**src/rtl/mdu_pkg.sv**
```systemverilog
package mdu_pkg;

   localparam int FUNC_W = 6;

   localparam logic [FUNC_W-1:0] FN_MUL_S = 6'b011000;
   localparam logic [FUNC_W-1:0] FN_MUL_U = 6'b011001;
   localparam logic [FUNC_W-1:0] FN_RD_HI = 6'b010000;
   localparam logic [FUNC_W-1:0] FN_WR_HI = 6'b010001;
   localparam logic [FUNC_W-1:0] FN_RD_LO = 6'b010010;
   localparam logic [FUNC_W-1:0] FN_WR_LO = 6'b010011;

   typedef enum logic [2:0] {
      OP_NONE,
      OP_MUL_S,
      OP_MUL_U,
      OP_RD_HI,
      OP_RD_LO,
      OP_WR_HI,
      OP_WR_LO
   } mdu_op_e;

   typedef struct packed {
      logic is_mul;
      logic is_signed;
      logic is_rd;
      logic is_wr;
      logic sel_hi;
   } mdu_dec_t;

endpackage

```
**src/rtl/mdu_decode.sv**
```systemverilog
module mdu_decode
   import mdu_pkg::*;
(
   input  logic [FUNC_W-1:0] func,
   output mdu_op_e           op,
   output mdu_dec_t          dec
);

   always_comb begin
      unique case (func)
         FN_MUL_S: op = OP_MUL_S;
         FN_MUL_U: op = OP_MUL_U;
         FN_RD_HI: op = OP_RD_HI;
         FN_RD_LO: op = OP_RD_LO;
         FN_WR_HI: op = OP_WR_HI;
         FN_WR_LO: op = OP_WR_LO;
         default:  op = OP_NONE;
      endcase
   end

   always_comb begin
      dec           = '0;
      dec.is_mul    = (op == OP_MUL_S) || (op == OP_MUL_U);
      dec.is_signed = (op == OP_MUL_S);
      dec.is_rd     = (op == OP_RD_HI) || (op == OP_RD_LO);
      dec.is_wr     = (op == OP_WR_HI) || (op == OP_WR_LO);
      dec.sel_hi    = (op == OP_RD_HI) || (op == OP_WR_HI);
   end

endmodule

```
**src/rtl/mdu_shift_mult.sv**
```systemverilog
module mdu_shift_mult #(
   parameter int XLEN = 32
) (
   input  logic              clk,
   input  logic              rst_n,
   input  logic              start,
   input  logic              is_signed,
   input  logic [XLEN-1:0]   op_a,
   input  logic [XLEN-1:0]   op_b,
   output logic              busy,
   output logic              done,
   output logic [2*XLEN-1:0] prod
);

   localparam int PW    = 2 * XLEN;
   localparam int CNT_W = (XLEN > 2) ? $clog2(XLEN) : 1;
   localparam logic [CNT_W-1:0] LAST_CNT = CNT_W'(XLEN - 1);

   logic [XLEN-1:0] raw [2];
   logic [XLEN-1:0] mag [2];
   logic [1:0]      negv;

   assign raw[0] = op_a;
   assign raw[1] = op_b;

   // operand conditioning: magnitude and sign of each operand
   for (genvar g = 0; g < 2; g++) begin : g_opnd
      assign negv[g] = is_signed & raw[g][XLEN-1];
      assign mag[g]  = negv[g] ? (~raw[g] + 1'b1) : raw[g];
   end

   logic [XLEN-1:0]  mcand_q;
   logic [PW-1:0]    p_q;
   logic [CNT_W-1:0] cnt_q;
   logic             busy_q;
   logic             neg_q;

   logic [XLEN-1:0] addend;
   logic [XLEN:0]   sum;
   logic [PW-1:0]   p_nxt;
   logic            last;

   assign addend = p_q[0] ? mcand_q : '0;
   assign sum    = {1'b0, p_q[PW-1:XLEN]} + {1'b0, addend};
   assign p_nxt  = {sum, p_q[XLEN-1:1]};
   assign last   = busy_q && (cnt_q == LAST_CNT);

   always_ff @(posedge clk or negedge rst_n) begin
      if (!rst_n) begin
         mcand_q <= '0;
         p_q     <= '0;
         cnt_q   <= '0;
         busy_q  <= 1'b0;
         neg_q   <= 1'b0;
      end else if (start && !busy_q) begin
         mcand_q <= mag[0];
         p_q     <= {{XLEN{1'b0}}, mag[1]};
         cnt_q   <= '0;
         busy_q  <= 1'b1;
         neg_q   <= negv[0] ^ negv[1];
      end else if (busy_q) begin
         p_q   <= p_nxt;
         cnt_q <= cnt_q + 1'b1;
         if (last) busy_q <= 1'b0;
      end
   end

   assign busy = busy_q;
   assign done = last;
   assign prod = neg_q ? (~p_nxt + 1'b1) : p_nxt;

endmodule

```
**src/rtl/mdu_hilo_regs.sv**
```systemverilog
module mdu_hilo_regs #(
   parameter int XLEN = 32
) (
   input  logic              clk,
   input  logic              rst_n,
   input  logic              prod_we,
   input  logic [2*XLEN-1:0] prod,
   input  logic [1:0]        wr_en,
   input  logic [XLEN-1:0]   wr_data,
   output logic [XLEN-1:0]   lo,
   output logic [XLEN-1:0]   hi
);

   logic [XLEN-1:0] q [2];

   // index 0 is LO (low product half), index 1 is HI
   for (genvar g = 0; g < 2; g++) begin : g_half
      always_ff @(posedge clk or negedge rst_n) begin
         if (!rst_n)         q[g] <= '0;
         else if (prod_we)   q[g] <= prod[g*XLEN +: XLEN];
         else if (wr_en[g])  q[g] <= wr_data;
      end
   end

   assign lo = q[0];
   assign hi = q[1];

endmodule

```
**src/rtl/mdu_top.sv**
```systemverilog
module mdu_top
   import mdu_pkg::*;
#(
   parameter int XLEN = 32
) (
   input  logic              clk,
   input  logic              rst_n,
   input  logic              cmd_valid,
   input  logic [5:0]        cmd_func,
   input  logic [XLEN-1:0]   cmd_a,
   input  logic [XLEN-1:0]   cmd_b,
   output logic              cmd_ready,
   output logic              rd_valid,
   output logic [XLEN-1:0]   rd_data,
   output logic              busy,
   output logic [XLEN-1:0]   hi_out,
   output logic [XLEN-1:0]   lo_out
);

   if (XLEN < 2) begin : g_bad_xlen
      $error("mdu_top: XLEN must be at least 2");
   end
   if (FUNC_W != 6) begin : g_bad_func
      $error("mdu_top: function code width must be 6");
   end

   mdu_op_e  op;
   mdu_dec_t dec;

   mdu_decode u_dec (
      .func (cmd_func),
      .op   (op),
      .dec  (dec)
   );

   logic              m_busy;
   logic              m_done;
   logic [2*XLEN-1:0] m_prod;
   logic              touches_hilo;
   logic              accept;
   logic              start;
   logic [1:0]        wr_en;

   assign touches_hilo = dec.is_mul | dec.is_rd | dec.is_wr;
   assign cmd_ready    = !(touches_hilo && m_busy);
   assign accept       = cmd_valid && cmd_ready;
   assign start        = accept && dec.is_mul;
   assign wr_en[1]     = accept && dec.is_wr && dec.sel_hi;
   assign wr_en[0]     = accept && dec.is_wr && !dec.sel_hi;

   mdu_shift_mult #(.XLEN(XLEN)) u_mul (
      .clk       (clk),
      .rst_n     (rst_n),
      .start     (start),
      .is_signed (dec.is_signed),
      .op_a      (cmd_a),
      .op_b      (cmd_b),
      .busy      (m_busy),
      .done      (m_done),
      .prod      (m_prod)
   );

   mdu_hilo_regs #(.XLEN(XLEN)) u_regs (
      .clk     (clk),
      .rst_n   (rst_n),
      .prod_we (m_done),
      .prod    (m_prod),
      .wr_en   (wr_en),
      .wr_data (cmd_a),
      .lo      (lo_out),
      .hi      (hi_out)
   );

   assign rd_valid = accept && dec.is_rd;
   assign rd_data  = !rd_valid  ? '0 :
                     dec.sel_hi ? hi_out : lo_out;
   assign busy     = m_busy;

endmodule

```
**config.mk**
```make
export PLATFORM = sky130hd
export DESIGN_NAME = mdu_top
export DESIGN_NICKNAME = d
export VERILOG_FILES = /design/src/rtl/mdu_pkg.sv /design/src/rtl/mdu_decode.sv /design/src/rtl/mdu_shift_mult.sv /design/src/rtl/mdu_hilo_regs.sv /design/src/rtl/mdu_top.sv
export SDC_FILE = /design/constraint.sdc
export NUM_CORES = 1
export LEC_CHECK = 0
export ABC_AREA = 0
export BUFFER_PORTS_ARGS = -buffer_cell sky130_fd_sc_hd__buf_2
export CORE_UTILIZATION = 30
export DETAILED_ROUTE_END_ITERATION = 7
export PLACE_DENSITY = 0.55
export SYNTH_ARGS = -nofsm -noshare
export SYNTH_HDL_FRONTEND = slang
export SYNTH_SLANG_ARGS = --single-unit
```
**constraint.sdc**
```tcl
create_clock -name clk -period 4.1 [get_ports clk]
set_clock_uncertainty 0.05 [all_clocks]
set_input_delay 0.615 -clock clk [delete_from_list [all_inputs] [get_ports clk]]
set_output_delay 0.615 -clock clk [all_outputs]
set_load 0.01 [all_outputs]
```
---- After elaboration in Yosys (flattened, before gate mapping) ----
Cells that the tools add are included.
word-level totals
  register bits after elaboration ......... 167
  bits of input ports ..................... 73
  output and inout bits ................... 99
  logic and storage cells ................. 70
operators by class
  add/sub/neg operators ................... 5
  equality and inequality tests ........... 13
  multiplexer cells ....................... 18
  bitwise logic cells ..................... 8
  reduce and logical (&&, ||, !) cells .... 19
operator list
  kind                                                                    number
  32-bit two-way mux                                                      9
  64-bit two-way mux                                                      3
  32-bit by 1-bit adder with 32-bit output (second input constant)        2
  64-bit by 1-bit adder with 64-bit output (second input constant)        1
  32-bit NOT                                                              2
  64-bit NOT                                                              1
  6-bit by 5-bit equality test with 1-bit output (second input constant)  6
  32-bit by 32-bit adder with 33-bit output                               1
  3-bit case mux with 6 select lines                                      1
  5-bit two-way mux                                                       2
  3-bit equality test (second input constant)                             3
  1-bit logical AND                                                       9
  3-bit by 2-bit equality test with 1-bit output (second input constant)  2
  2-bit nonzero test                                                      3
  5-bit by 1-bit adder with 5-bit output (second input constant)          1
  5-bit equality test (second input constant)                             1
  1-bit logical OR                                                        4
  3-bit by 1-bit equality test with 1-bit output (second input constant)  1
  1-bit logical NOT                                                       3
  1-bit two-way mux                                                       3
  1-bit bitwise AND                                                       2
  1-bit OR                                                                2
  1-bit XOR                                                               1

---- Logic depth before layout (Yosys ltp) ----
  depth in word-level cells ............... 13
  depth in mapped cells ................... 15
  mapped depth without buffers ............ 13

---- Modules after synthesis ----
From an unflattened synthesis, not the netlist that was laid out.
unflattened totals
  cells, all modules ...................... 1,468
  area, all modules ....................... 12,435.7 sq um
by module, submodules not included
  module          times used  cells an instance  area an instance (sq um)  sequential area each (sq um)
  mdu_shift_mult  1           1,094              8,735.9                   2,577.5
  mdu_hilo_regs   1           278                3,015.4                   1,601.5
  mdu_top         1           78                 585.6                     0.0
  mdu_decode      1           18                 98.8                      0.0

---- Least setup slack after synthesis ----
OpenSTA, ideal clock, no wires.
  path kind ............................... flip-flop to flip-flop
  start point ............................. register u_mul.p_q[0]
  end point ............................... register u_regs.q (netlist bit u_regs.hi[20])
  setup time .............................. 118 ps
  arrival time ............................ 3,542 ps
  data required time ...................... 3,932 ps
  path slack .............................. 390 ps
  stages on the path, launching flop included .. 15
  buffers on the path ..................... 1
  clock period less this slack ............ 3,710 ps
  path through ............................ dfrtp_1 > and2_1 > ha_1 > fa_1 > a211oi_2 > o211ai_2 > nand2_1 > xnor2_1 > or4_1 > buf_2 > or4_4 > nor4_4 > nor2_1 > xor2_1 > a21o_1
on the way
  word-level cells in the longest chain between the ends .. 6
RTL lines
  what                                         RTL line              text
  start, declared                              mdu_shift_mult.sv:33  logic [PW-1:0] p_q;
  start signal, assigned                       mdu_shift_mult.sv:57  p_q <= {{XLEN{1'b0}}, mag[1]};
  start signal, assigned                       mdu_shift_mult.sv:62  p_q <= p_nxt;
  32-bit two-way mux *                         mdu_shift_mult.sv:43  assign addend = p_q[0] ? mcand_q : '0;
  32-bit by 32-bit adder with 33-bit output *  mdu_shift_mult.sv:44  assign sum = {1'b0, p_q[PW-1:XLEN]} + {1'b0, addend};
  64-bit NOT                                   mdu_shift_mult.sv:70  assign prod = neg_q ? (~p_nxt + 1'b1) : p_nxt;
  64-bit by 1-bit adder with 64-bit output     mdu_shift_mult.sv:70
  64-bit two-way mux *                         mdu_shift_mult.sv:70
  32-bit two-way mux *                         mdu_hilo_regs.sv:20   else if (prod_we) q[g] <= prod[g*XLEN +: XLEN];
  end signal, assigned by index                mdu_hilo_regs.sv:20
  end signal, assigned by index                mdu_hilo_regs.sv:21   else if (wr_en[g]) q[g] <= wr_data;
  end, declared                                mdu_hilo_regs.sv:14   logic [XLEN-1:0] q [2];
Mark *: on every way between the ends. The rest lies on a longest branch, timed or not.
A chain may end at the register's enable or synchronous reset.

---- Worst setup path after layout ----
  start point ............................. register u_mul.p_q[0]
  end point ............................... register u_regs.q (netlist bit u_regs.hi[24])
Same word-level chain as after synthesis.

==> results.txt <==
The flow ran to the end, and the final reports show no timing, DRC or antenna violations. The worst pin sits at a relative slew slack of 0.281. The total global routing track utilization is 0.202.

The total congestion overflow came out at 0. The area used by multi-input combinational logic came out at slightly above 8000 sq um. The adder and majority gate portion of the synthesized area came out at 0.0381.

Summed over all cells, the static leakage comes to 6.66 nW. The synthesized area divided by synthesized cell count came out at 7.98 sq um. The number of instances in the synthesized netlist came out at 1589. Measured along the y axis, the die boundary spans 208 um. The floorplan die area came out at 43100 sq um.

The via count of the first global-routing pass is 11700. Before antenna repair, the detailed router went through 5 iterations. The slew at the pin closest to its max-slew limit came out at 1080 ps. The later pin in the worst-skew pair is clocked with a latency of 440 ps.

The average detailed-routed wire length per instance is about 19 um. The startpoint identified for the worst register-to-register timing path is u_mul.p_q[0]. The arrival time at the worst endpoint is 4180 ps.

The routability-driven placement congestion ratio is 0.930. The maximum single-stage delay on the critical path came out at 510 ps. The post-synthesis cell type count came out at 76. The H-tree generated during clock tree synthesis spans 4 levels.

Data on the critical path is required at its endpoint by 4370 ps. TritonCTS built the clock tree. The total area of sequential cells came out at 4190 sq um. The worst-case IR drop observed on VDD is 0.000330 V. The post-synthesis mux area share is 0.0665.

Among all flip-flop cells after synthesis, the most frequent one is sky130_fd_sc_hd__dfrtp_1. The number of fillers in the final layout came out at about 4400. The synthesized design contains 0 enable-type register cells. STA classifies the critical path endpoint as a flop. The sum of routed wire length over all layers is 44200 um. Among the stages of the critical path, the cell type that occurs most often is sky130_fd_sc_hd__and2_1. The post-route antenna net violation count came out at 0.

The area of all placed cells without fillers came out at between 15000 and 20000 sq um. The fmax is 256 MHz. The minimum clock period came out at 3910 ps. The number of antenna violations at the first check in global routing is 1. The largest family of logic cells by synthesized area is simple AND/OR/NAND/NOR gates. The I/O pin count came out at about 170. The number of buffers added by the clock tree synthesis step came out at 17. The final antenna diode count is 0.

The clock transition at the registers of the reported paths came out at 70 ps. The critical path goes through and2_1 > ha_1 > fa_2 > a211oi_4 > o211ai_2 > and3_4 > or3_1 > and2_1 > or4_4 > nor4_4 > a31oi_1 > xnor2_1 > o21ai_1. The xor-xnor portion of the synthesized cell area came out at 0.0994.

The remaining routing DRC violations came out at 0. The worst hold path belongs to the class in2async. The number of buffers inserted by port buffering came out at 171. The number of vias in the routed layout is 12200. The violation count after the first detailed-routing iteration is 934. The most critical setup path has its startpoint at u_mul.p_q[0].

The total of max-cap violations is 0. The async set or reset register ratio after synthesis came out at 1.00. Setup violations remaining at the end of the flow were counted as 0.

In the finished design, the share of the clock period the worst path needs comes to 0.953. The count of cells along the worst register-to-register path came out at 13. The worst setup path is launched from a flop. The complex-gate fraction of the synthesized area is 0.204.

The largest area contributor in the synthesized netlist is sky130_fd_sc_hd__dfrtp_1. The final-stage net count is 1844. The cell area after placement is 14200 sq um. The maximum number of pins on one net before global-route repair came out at between 100 and 150.

The number of warnings reported in the yosys synthesis log came out at 0. The post-synth net total came out at 1700. The fraction of post-synthesis cell area in the top cell type by area is 0.329. Summing every instance area after synthesis gives 12700 sq um. The register area share after synthesis came out at 0.329. By startpoint and endpoint, the worst setup path is classified as reg2reg. After detailed routing, the number of vias per cell comes to between 5 and 6. Setup repair after global routing could not meet its margin everywhere. The estimated wirelength of the detail-placed design came out at 33300 um.

The starting density of the core came out at 0.307. The first global-routing pass estimated 68500 um of wire. The maximum clock path buffer count is 2.

The final hold violation count was 0. The area of the core came out at ~41000 sq um. The number of rows created at floorplan is 74. The final cell utilization of the core came out at 0.364. After synthesis the netlist holds a flip-flop and latch count of ~170. Clock tree synthesis found a total of about 170 sinks. Of the total synthesized cell area, the portion taken by AND, OR, NAND and NOR gates is 0.224. Along the worst path, the maximum fanout reaches 4. The layout-stage area growth over the synthesis result is 18.6%. The total power divided by cell area came out at 629 nW/um^2. The width of the die came out at 208 um. The number of max-slew violations in the final report is 0. The fraction of layout instances using a drive strength above 1 came out at 0.190. Power comes to roughly 0.0095 W.

By area the synthesized netlist is led by sky130_fd_sc_hd__dfrtp_1 33%, sky130_fd_sc_hd__nand2_1 9.4%, sky130_fd_sc_hd__o21ai_0 7.5%, sky130_fd_sc_hd__xnor2_1 6.4%, sky130_fd_sc_hd__mux2i_1 5.8%. The root cell of the clock tree is sky130_fd_sc_hd__clkbuf_16. Among all stages on the critical path, the largest delay is contributed by sky130_fd_sc_hd__or4_4.
## sequential cells by signal, summed over array words and instances, names as in the netlist
name           flops
u_mul.busy         1
u_regs.lo         32
u_mul.neg_q        1
u_mul.cnt_q        5
u_mul.mcand_q     32
u_regs.hi         32
u_mul.p_q         64
## path summary, 6_finish.rpt
| check | endpoint | slack (ps) |
|---|---|---|
| worst max-delay path | u_regs.hi[24] | 190 |
| max in group asynchronous | u_mul.p_q[0] | 2790 |
| worst min-delay path | u_mul.mcand_q[26] | 170 |
| worst max register to register | u_regs.hi[24] | 190 |
| worst min register to register | u_mul.mcand_q[31] | 410 |
| min in group clk | u_mul.p_q[31] | 410 |
## routing by layer
layer  routed length, um  vias up  track usage
li1                    -     5885            -
met1               20700     5943        0.284
met2               20900      335        0.329
met3                1760       53       0.0195
met4                 875        0       0.0575
met5                   0        -            0
## critical path, delay by kind of cell, from the launching register on
kind                       cells  cell delay (ps)
AOI/OAI and AO/OA              4              680
and+or+nand+nor                6             1770
adders and majority gates      2              610
DFF                            1              440
xor gates and xnor gates       1              230
## cell usage after synthesis, types with 11 or more instances
library cell	n
sky130_fd_sc_hd__nor2_1	65
sky130_fd_sc_hd__a211oi_1	11
sky130_fd_sc_hd__nand3_1	21
sky130_fd_sc_hd__xnor2_1	93
sky130_fd_sc_hd__clkbuf_1	84
sky130_fd_sc_hd__and2_1	43
sky130_fd_sc_hd__o21ai_0	190
sky130_fd_sc_hd__a21o_1	11
sky130_fd_sc_hd__dfrtp_1	167
sky130_fd_sc_hd__ha_1	37
sky130_fd_sc_hd__a21oi_1	103
sky130_fd_sc_hd__nand4_1	14
sky130_fd_sc_hd__mux2i_1	73
sky130_fd_sc_hd__o31ai_1	31
sky130_fd_sc_hd__nor3_1	38
sky130_fd_sc_hd__nand2_1	319
sky130_fd_sc_hd__inv_1	28
sky130_fd_sc_hd__xor2_1	51
sky130_fd_sc_hd__nand2b_1	12
sky130_fd_sc_hd__or4_1	14
sky130_fd_sc_hd__nor4_1	14
## layout by cell type (no fill, tap or decap), types with 10 or more instances in the layout
cell type,instances
sky130_fd_sc_hd__nand4_1,14
sky130_fd_sc_hd__or4_1,13
sky130_fd_sc_hd__mux2_2,10
sky130_fd_sc_hd__nor4_1,12
sky130_fd_sc_hd__nand2b_1,12
sky130_fd_sc_hd__xnor2_1,91
sky130_fd_sc_hd__clkbuf_16,17
sky130_fd_sc_hd__nor2_1,64
sky130_fd_sc_hd__xor2_1,49
sky130_fd_sc_hd__o21ai_0,188
sky130_fd_sc_hd__a21oi_1,102
sky130_fd_sc_hd__nand3_1,20
sky130_fd_sc_hd__buf_2,170
sky130_fd_sc_hd__o21ai_1,11
sky130_fd_sc_hd__o31ai_1,29
sky130_fd_sc_hd__mux2i_1,73
sky130_fd_sc_hd__inv_1,28
sky130_fd_sc_hd__nand2_1,319
sky130_fd_sc_hd__o211ai_1,10
sky130_fd_sc_hd__nor3_1,36
sky130_fd_sc_hd__ha_1,30
sky130_fd_sc_hd__o41ai_1,10
sky130_fd_sc_hd__and2_1,42
sky130_fd_sc_hd__a21o_1,11
sky130_fd_sc_hd__dfrtp_1,164
sky130_fd_sc_hd__buf_4,50
## where the power goes
part	internal (W)	leakage [nW]	switching (W)
clock	0.000948	0.290	0.000736
combinational	0.00193	4.38	0.00269
sequential	0.00233	2.00	0.000834
total	0.00521	6.66	0.00426
## final cells by class
type	count	area share
inverters	28	0.00698
repair buffers	223	0.0849
clock buffers	21	0.0313
multi-input cells	1296	0.546
well taps	532	0.0442
clock inverters	11	0.00807
flip-flops and latches	167	0.278
## repair_timing
item | CTS | global route
hold buffers | 0 | 0
gates resized for setup | 3 | 36
pin swaps | 0 | 4
setup endpoints to repair | 6 | 19
setup buffers | 0 | 4
## per-stage QoR
stage	hold slack, ps	cells	setup slack [ps]	setup TNS, ps
finish	168	2278	192	0
global route	246	2278	-22.9	-57.0
CTS	224	2274	10.6	0
detailed placement	399	2242	-167	-335
global placement	393	2242	-97.9	-319
floorplan	269	1589	390	0
## cell families after synthesis
logic type,count (synthesis)
AOI/OAI and AO/OA,435
xor gates and xnor gates,144
adders and majority gates,38
buffers and inverters,126
DFF,167
muxes,83
and+or+nand+nor,596
No activity file was read; power rests on OpenSTA's default activity.
